**config.mk**
```make
export PLATFORM = sky130hd
export DESIGN_NAME = attr_elem_index
export DESIGN_NICKNAME = d
export VERILOG_FILES = /design/src/rtl/aidx_pkg.sv /design/src/rtl/aidx_magic_mul.sv /design/src/rtl/aidx_odd_mod.sv /design/src/rtl/attr_elem_index.sv
export SDC_FILE = /design/constraint.sdc
export NUM_CORES = 2
export LEC_CHECK = 0
export ABC_AREA = 1
export BUFFER_PORTS_ARGS = -buffer_cell sky130_fd_sc_hd__buf_4
export CAP_MARGIN = 5
export CORE_UTILIZATION = 53
export DETAILED_ROUTE_END_ITERATION = 8
export PLACE_DENSITY = 0.8
export SLEW_MARGIN = 20
export SYNTH_ARGS = -nofsm -noshare
export SYNTH_HDL_FRONTEND = slang
export SYNTH_SLANG_ARGS = --single-unit
export TNS_END_PERCENT = 10
```
**constraint.sdc**
```tcl
create_clock -name clk -period 30.7 [get_ports clk]
set_input_delay 1.535 -clock clk [delete_from_list [all_inputs] [get_ports clk]]
set_output_delay 1.535 -clock clk [all_outputs]
set_load 0.005 [all_outputs]
```
**src/rtl/aidx_pkg.sv**
```systemverilog
`timescale 1ns/1ps
package aidx_pkg;
    localparam int IDW         = 32;
    localparam int SHW         = $clog2(IDW);
    localparam int XTW         = 3;
    localparam int REMW        = 4;
    localparam int MAX_ODD_SEL = 4;

    typedef enum logic [1:0] {
        AM_PASS   = 2'd0,
        AM_MOD    = 2'd1,
        AM_DIVP2  = 2'd2,
        AM_DIVMAG = 2'd3
    } amode_e;

    typedef struct packed {
        amode_e           mode;
        logic [SHW-1:0]   sh;
        logic [XTW-1:0]   xt;
        logic [IDW-1:0]   id;
        logic [IDW-1:0]   hi;
    } stage_t;

    // odd factor 2*sel+1
    function automatic logic [REMW-1:0] odd_of(input logic [XTW-1:0] sel);
        return REMW'({sel, 1'b1});
    endfunction

    function automatic logic [IDW-1:0] low_mask(input logic [SHW-1:0] sh);
        return (IDW'(1) << sh) - IDW'(1);
    endfunction
endpackage

```
**src/rtl/aidx_magic_mul.sv**
```systemverilog
`timescale 1ns/1ps
module aidx_magic_mul
    import aidx_pkg::*;
(
    input  logic [IDW-1:0] id,
    input  logic [IDW-1:0] magic,
    input  logic           round_dn,
    output logic [IDW-1:0] hi
);
    localparam int PW = 2 * IDW + 1;
    localparam logic [IDW-1:0] TOP_BIT = {1'b1, {(IDW-1){1'b0}}};

    logic [IDW-1:0] m_eff;
    logic [PW-1:0]  prod;
    logic [PW-1:0]  acc;

    // multiplier always lies in [2^31, 2^32)
    assign m_eff = magic | TOP_BIT;
    assign prod  = PW'(id) * PW'(m_eff);
    // (id+1)*M formed as id*M + M, one spare bit of headroom
    assign acc   = prod + (round_dn ? PW'(m_eff) : '0);
    assign hi    = IDW'(acc >> IDW);


    always_comb begin
        no_overflow_chk: assert (acc[PW-1] == 1'b0);
    end
endmodule

```
**src/rtl/aidx_odd_mod.sv**
```systemverilog
`timescale 1ns/1ps
module aidx_odd_mod
    import aidx_pkg::*;
(
    input  logic [IDW-1:0]  val,
    input  logic [XTW-1:0]  sel,
    output logic [REMW-1:0] rem
);
    logic [REMW-1:0] cand [MAX_ODD_SEL+1];

    for (genvar k = 0; k <= MAX_ODD_SEL; k++) begin : g_res
        localparam int unsigned DIV = 2 * k + 1;
        assign cand[k] = REMW'(val % IDW'(DIV));
    end

    always_comb begin
        rem = '0;
        for (int k = 0; k <= MAX_ODD_SEL; k++) begin
            if (sel == XTW'(k)) rem = cand[k];
        end
    end
endmodule

```
**src/rtl/attr_elem_index.sv**
```systemverilog
`timescale 1ns/1ps
module attr_elem_index
    import aidx_pkg::*;
(
    input  logic            clk,
    input  logic            rst,
    input  logic            in_valid,
    input  logic [IDW-1:0]  lin_id,
    input  logic [1:0]      mode,
    input  logic [SHW-1:0]  shift_amt,
    input  logic [XTW-1:0]  xtra,
    input  logic [IDW-1:0]  magic,
    output logic            out_valid,
    output logic [IDW-1:0]  elem_idx
);
    amode_e          in_mode;
    logic [IDW-1:0]  mul_hi;
    stage_t          s1_d;
    stage_t          s1_q;
    logic            v1;

    assign in_mode = amode_e'(mode);

    // stage 1: reciprocal multiply
    aidx_magic_mul u_mul (
        .id       (lin_id),
        .magic    (magic),
        .round_dn ((in_mode == AM_DIVMAG) && xtra[0]),
        .hi       (mul_hi)
    );

    always_comb begin
        s1_d.mode = in_mode;
        s1_d.sh   = shift_amt;
        s1_d.xt   = xtra;
        s1_d.id   = lin_id;
        s1_d.hi   = mul_hi;
    end

    always_ff @(posedge clk) begin
        if (rst) begin
            v1   <= 1'b0;
            s1_q <= '0;
        end else begin
            v1 <= in_valid;
            if (in_valid) s1_q <= s1_d;
        end
    end

    // stage 2: shift, odd reduction, select
    logic [IDW-1:0]  upper;
    logic [IDW-1:0]  low_bits;
    logic [IDW-1:0]  mod_res;
    logic [IDW-1:0]  res;
    logic [REMW-1:0] rem;

    assign upper    = s1_q.id >> s1_q.sh;
    assign low_bits = s1_q.id & low_mask(s1_q.sh);

    aidx_odd_mod u_mod (
        .val (upper),
        .sel (s1_q.xt),
        .rem (rem)
    );

    assign mod_res = (IDW'(rem) << s1_q.sh) | low_bits;

    always_comb begin
        case (s1_q.mode)
            AM_PASS:   res = s1_q.id;
            AM_MOD:    res = mod_res;
            AM_DIVP2:  res = upper;
            AM_DIVMAG: res = s1_q.hi >> s1_q.sh;
            default:   res = s1_q.id;
        endcase
    end

    always_ff @(posedge clk) begin
        if (rst) begin
            out_valid <= 1'b0;
            elem_idx  <= '0;
        end else begin
            out_valid <= v1;
            elem_idx  <= res;
        end
    end


    rst_quiet_chk: assert property (@(posedge clk) disable iff (rst)
        $past(rst) |-> !out_valid);

    lat_on_chk: assert property (@(posedge clk) disable iff (rst)
        in_valid |=> ##1 out_valid);

    lat_off_chk: assert property (@(posedge clk) disable iff (rst)
        !in_valid |=> ##1 !out_valid);

    pass_chk: assert property (@(posedge clk) disable iff (rst)
        (in_valid && in_mode == AM_PASS) |=> ##1 (elem_idx == $past(lin_id, 2)));

    pow2_chk: assert property (@(posedge clk) disable iff (rst)
        (in_valid && in_mode == AM_DIVP2) |=> ##1
        (elem_idx == ($past(lin_id, 2) >> $past(shift_amt, 2))));

    mod_low_chk: assert property (@(posedge clk) disable iff (rst)
        (in_valid && in_mode == AM_MOD) |=> ##1
        (((elem_idx ^ $past(lin_id, 2)) & low_mask($past(shift_amt, 2))) == '0));

    odd_rem_chk: assert property (@(posedge clk) disable iff (rst)
        (v1 && s1_q.mode == AM_MOD && s1_q.xt <= XTW'(MAX_ODD_SEL)) |-> (rem < odd_of(s1_q.xt)));

    mag_bound_chk: assert property (@(posedge clk) disable iff (rst)
        (in_valid && in_mode == AM_DIVMAG) |=> ##1
        (elem_idx <= ($past(lin_id, 2) >> $past(shift_amt, 2))));
endmodule

```
; ---- Word level (Yosys, flattened, before mapping)
; Index checks and enable logic that the tools add are counted.
[totals]
ff_bits = 108
in_bits = 77
word_cells = 37
[op_classes]
add_sub_neg = 2
mul = 1
n_div = 4
eq_ne = 8
shifts = 4
muxes = 6
n_bitwise = 2
n_reduce_logical = 2
[ops]
columns = operator, n
row1 = $pmux W32 S4, 1
row2 = $add A64 B32 Y64, 1
row3 = $mod A32 B3 Y32 const B, 2
row4 = $mul A32 B32 Y64, 1
row5 = $shr A32 B5 Y32, 2
row6 = $and A32 B32 Y32, 1
row7 = $mod A32 B2 Y32 const B, 1
row8 = $mod A32 B4 Y32 const B, 1
row9 = $mux W32, 1
row10 = $or A32 B32 Y32, 1
row11 = $shl A1 B5 Y32 const A, 1
row12 = $shl A4 B5 Y32, 1
row13 = $sub A32 B2 Y32 const B, 1
row14 = $mux W4, 4
row15 = $eq A2 B2 Y1 const B, 3
row16 = $eq A3 B2 Y1 const B, 2
row17 = $eq A3 B1 Y1 const B, 1
row18 = $eq A3 B3 Y1 const B, 1
row19 = $eq A2 B1 Y1 const B, 1
row20 = $logic_not A2 Y1, 1
row21 = $logic_and A1 B1 Y1, 1

; ---- Longest topological paths before layout
[depth]
word_depth = 9
depth_mapped = 173
ltp_nobuf = 172

; ---- Modules after synthesis
; Synthesis repeated with hierarchy kept, for this count alone.
[unflattened]
hier_cells = 8323
hier_area_um2 = 54387.2
[by_module_without_submodules]
columns = mod, n_inst, cells_per_inst, area_each_um2, seq_area_each_um2
row1 = aidx_magic_mul, 1, 4898, 36201.0, 0.0
row2 = aidx_odd_mod, 1, 1911, 9663.0, 0.0
row3 = attr_elem_index, 1, 1514, 8523.2, 2162.1

; ---- Worst setup path before layout
; Ideal clock, no wire load.
[synth_timing]
kind = register to register
from = register s1_q[71] (netlist bit)
to = register elem_idx[23]
setup_time_ps = 125
arrival_time_ps = 12884
t_required_ps = 30575
slack_ps = 17691
path_stages_with_launch = 150
cell_sequence = dfxtp_1 -> bufinv_8 -> nand2_8 -> nor2_8 -> nand3_2 -> inv_2 -> buf_4 -> nand2_1 -> nand2_1 -> nand2_2 -> nand2_2 -> nand2_2 -> nand2_2 -> nand2_1 -> nand2_2 -> inv_2 -> nand2_2 -> nand2_2 -> (+114 left out) -> ha_1 -> inv_1 -> nor2_1 -> nand3_2 -> nand2_1 -> nand3_1 -> nor2_2 -> nand2_1 -> nand2_1 -> nand2_1 -> nand3_1 -> nand2_2 -> o21ai_4 -> nor2_4 -> nand2_1 -> nand2_1 -> nand2_1 -> a21oi_2
[synth_between]
elab_chain_cells = 9
elab_cells_between_ends = 16
classes_between = add/sub: 1 / div: 4 / shift: 4 / mux: 5 / bitwise: 2
[synth_rtl]
columns = item, line
row1 = start: declaration, attr_elem_index.sv:19  ; stage_t s1_q;
row2 = start signal: assignment, attr_elem_index.sv:43  ; s1_q <= '0;
row3 = start signal: assignment, attr_elem_index.sv:46  ; if (in_valid) s1_q <= s1_d;
row4 = $shr A32 B5 Y32, attr_elem_index.sv:57  ; assign upper = s1_q.id >> s1_q.sh;
row5 = $mod A32 B2 Y32, aidx_odd_mod.sv:13  ; assign cand[k] = REMW'(val % IDW'(DIV));
row6 = $mux W4 (4 in a row), aidx_odd_mod.sv:19  ; if (sel == XTW'(k)) rem = cand[k];
row7 = $shl A4 B5 Y32, attr_elem_index.sv:66  ; assign mod_res = (IDW'(rem) << s1_q.sh) | low_bits;
row8 = $or A32 B32 Y32, attr_elem_index.sv:66
row9 = $pmux W32 S4 *, attr_elem_index.sv:69  ; case (s1_q.mode)
row10 = end signal: assignment, attr_elem_index.sv:84  ; elem_idx <= res;
row11 = end: declaration, attr_elem_index.sv:14  ; output logic [IDW-1:0] elem_idx
; Mark *: on every way between the ends. The rest lies on a longest branch, timed or not.
; A chain may end at the register's enable or synchronous reset.

; ---- Worst setup path in the final report
[layout_timing]
from = register s1_q[67] (netlist bit)
to = register elem_idx[12]
; Same word-level chain as after synthesis.

==> summary.txt <==
STA
  – Clock tree skew after final layout: 0.02370 ns
  – Count of final setup violators: 0
  – Number of pins with negative max-slew slack in the final report: 0
  – Fin Setup TNS: 0 ns
  – RSZ-0062 raised after global routing: false
  – Slew @ Worst Pin: 1.203 ns
  – Fin crit share: 56.52%
  – Final hold vios: 0
  – Relative max-transition margin: 19.60%
  – Tmin final: 17.35 ns
  – Max Freq: 57.63 MHz

Yosys
  – Most common cell in the netlist: sky130_fd_sc_hd__nand2_1
  – Mapped Area: 51030 um2
  – Share of synthesized registers carrying an async set or reset: 0%
  – Simple-gate share of the synthesized area: 26.50%
  – Syn_area_per_cell: 7.115 um2
  – Post-synthesis cell count: 7172
  – Biggest area contributors in the synthesized netlist: sky130_fd_sc_hd__fa_1 36%, sky130_fd_sc_hd__nand2_1 15%, sky130_fd_sc_hd__inv_1 11%
  – Proportion of synthesized chip area in sequential cells: 4.237%
  – Yosys top cell by area: sky130_fd_sc_hd__fa_1
  – Dominant register cell in the synthesized netlist: sky130_fd_sc_hd__dfxtp_1
  – Cell variety after synth: 75
  – Count of state elements after synthesis: 108
  – Synthesis warning total: 0
  – Mux contribution to synthesized area: 0.3727%
  – Portion of synthesized cell area occupied by the leading cell type: 36.37%
  – Main combinational cell family by area after synthesis: adder cells
  – Cell types with the highest counts after synthesis: 1989 x sky130_fd_sc_hd__nand2_1, 1538 x sky130_fd_sc_hd__inv_1, 927 x sky130_fd_sc_hd__fa_1
  – Adder-Cell Fraction of Synth Area: 43.19%
  – Net count after synthesis: 8454
  – Area fraction in compound gates after synthesis: 7.793%
  – Xor/xnor share of the synthesized area: 1.898%
  – Number of flops mapped to enable cells by yosys: 0

Clocking
  – Clock tree from TritonCTS: yes
  – Clock tree root buffer cell: sky130_fd_sc_hd__clkbuf_16
  – Clock latency of the later-clocked register in the worst-skew pair: 0.41 ns
  – Total number of H-tree levels: 3
  – Reg clk slew, reported paths: 0.09 ns
  – Hold bufs inserted after CTS: 0
  – Post-CTS resize count: 0
  – Num Clock Sinks: 108
  – Buffer depth of the longest clock path: 2
  – TritonCTS Buffers: 9
  – Post-CTS Repair Setup Buffers: 0

Floorplan
  – Total Die Area: 97520 um2
  – Starting density of the core: 53.63%
  – Boundary pin count: 110
  – Row count: 113
  – Height of the chip: 312.3 um
  – Width of the chip: 312.3 um
  – Core outline area: 95150 um2

Placed design
  – Final estimated routing congestion in global placement: 1.020
  – Half-perimeter wire length of the detailed placement result: 111.4 mm
  – Instance area after placement: 51770 um2
  – Quantity of I/O buffers inserted on ports: 108
  – Placed cell count: 8229

Setup path
  – Largest stage delay on the critical path: 0.65 ns
  – Critical Path AT: 17.60 ns
  – Kind of critical path: flop to flop
  – Maximum fanout encountered on the critical timing path: 74
  – Launching element type of the critical path: flop
  – CP Capture Type: flop
  – Slowest stage cell on the critical path: sky130_fd_sc_hd__nor2_1
  – Required time of the worst setup path: 30.95 ns
  – Most common cell type on the critical path: sky130_fd_sc_hd__nand2_2

Detailed routing
  – Number of detailed-routing iterations run before antenna repair: 6
  – Number of antenna-violating nets in the routed design: 0
  – DRC viols: 0
  – Final wirelength: 147.3 mm
  – Via count: 45660
  – Vias per cell: 5.537
  – Number of DRC markers after the initial detailed-route iteration: 3868
  – Routed wire per std cell: 17.87 um

Outcome
  – Result of the run: completed

Finish
  – Area used by sequential logic in the layout: 2166 um2
  – Number of nets in the layout: 8257
  – Area of the multi-input gates: 40700 um2
  – Ratio of cells with drive above 1 in the final layout: 9.054%
  – Final cell area excluding filler cells: 52070 um2
  – Filler-free cell count of the finished design: 8246
  – Filler cell count in the final layout: 8835
  – Finished Core Util: 54.72%
  – Post-synthesis to final-layout area growth: 2.040%

Global routing
  – Maximum number of pins on one net before global-route repair: 85
  – Overall routing resource usage: 30.85%
  – Global-route wire length before repair: 241.5 mm
  – Antenna violations before repair: 5
  – Via count of the first global-routing pass: 46870
  – Grt ovf: 0

Job
  – Max-Cap Viols: 0

Min path
  – Hold crit path type: flop to flop
## through the flow
stage | hold WS [ns] | worst slack, ns
after detailed placement | 0.4021 | 13.73
after CTS | 0.4123 | 13.59
after global routing | 0.4229 | 11.61
final | 0.4089 | 13.35
after global placement | 0.3984 | 14.32
after floorplan | 0.3883 | 17.69
## routing by layer
metal	track usage (%)	vias up	part of all wire [%]
li1	-	20990	-
met5	0.3868	-	0.075
met1	40.17	22170	40
met4	11.73	10	4.0
met3	5.640	368	9.6
met2	51.00	2125	47
## kinds of logic (layout without fill, tap and decap cells)
logic type / count (synthesis) / after routing
buffers and inverters: 2000 / 1808
XOR/XNOR: 108 / 108
adder cells (fa/ha/maj): 1205 / 1205
flip-flops: 108 / 108
AND/OR/NAND/NOR: 3039 / 3039
multiplexers: 19 / 19
other: 0 / 1
AO/OA/AOI/OAI: 693 / 693
## sequential cells by signal (all words and copies together) (netlist names)
signal,cells
s1_q,74
v1,1
out_valid,1
elem_idx,32
## area by class of cell
cell class | count | share of cell area [%]
clock buffers | 11 | 0.4470
repair buffers | 143 | 2.062
clock inverters | 5 | 0.1177
well taps | 1265 | 3.040
multi-input cells | 5064 | 78.16
inverters | 1649 | 12.01
diodes | 1 | 0.004806
flip-flops and latches | 108 | 4.160
## placed cells by master, fill, tap and decap left out, types with 7 or more instances in the layout
cell type	n
sky130_fd_sc_hd__nand2_1	1989
sky130_fd_sc_hd__inv_1	1537
sky130_fd_sc_hd__fa_1	927
sky130_fd_sc_hd__nand3_1	354
sky130_fd_sc_hd__o21ai_0	283
sky130_fd_sc_hd__ha_1	278
sky130_fd_sc_hd__nor2_1	251
sky130_fd_sc_hd__nand2_2	192
sky130_fd_sc_hd__a21oi_1	179
sky130_fd_sc_hd__buf_4	143
sky130_fd_sc_hd__dfxtp_1	105
sky130_fd_sc_hd__xor2_1	87
sky130_fd_sc_hd__inv_2	81
sky130_fd_sc_hd__nand4_1	70
sky130_fd_sc_hd__o21ai_1	65
sky130_fd_sc_hd__nand3_2	55
sky130_fd_sc_hd__nand2_4	44
sky130_fd_sc_hd__a221oi_1	27
sky130_fd_sc_hd__a31oi_1	22
sky130_fd_sc_hd__nor2_2	21
sky130_fd_sc_hd__o211ai_1	20
sky130_fd_sc_hd__clkinv_1	19
sky130_fd_sc_hd__mux2i_1	19
sky130_fd_sc_hd__nor3_1	18
sky130_fd_sc_hd__xnor2_1	18
sky130_fd_sc_hd__o21ai_2	15
sky130_fd_sc_hd__a21oi_2	11
sky130_fd_sc_hd__o22ai_1	11
sky130_fd_sc_hd__nand4_2	10
sky130_fd_sc_hd__clkbuf_16	9
sky130_fd_sc_hd__o221ai_1	8
sky130_fd_sc_hd__or2_2	8
sky130_fd_sc_hd__a211oi_1	7
## critical path, delay by kind of cell (launching register included)
family | cells | cell delay (ns)
xor gates and xnor gates | 1 | 0.25
buffers and inverters | 17 | 2.04
AOI/OAI and AO/OA | 6 | 1.57
adders and majority gates | 3 | 0.65
DFF | 1 | 0.58
and+or+nand+nor | 113 | 12.02
## final timing paths
kind	start	endpoint	slack, ns	cells after the start
max	s1_q[67]$_SDFFE_PP0P_	elem_idx[12]$_SDFF_PP0_	13.35	140
max reg2reg	s1_q[67]$_SDFFE_PP0P_	elem_idx[12]$_SDFF_PP0_	13.35	140
min reg2reg	v1$_SDFF_PP0_	out_valid$_SDFF_PP0_	0.41	2
min	v1$_SDFF_PP0_	out_valid$_SDFF_PP0_	0.41	2
Power is not shown: default switching activity piles up to over one toggle a cycle in this logic, so the estimate is an artifact.
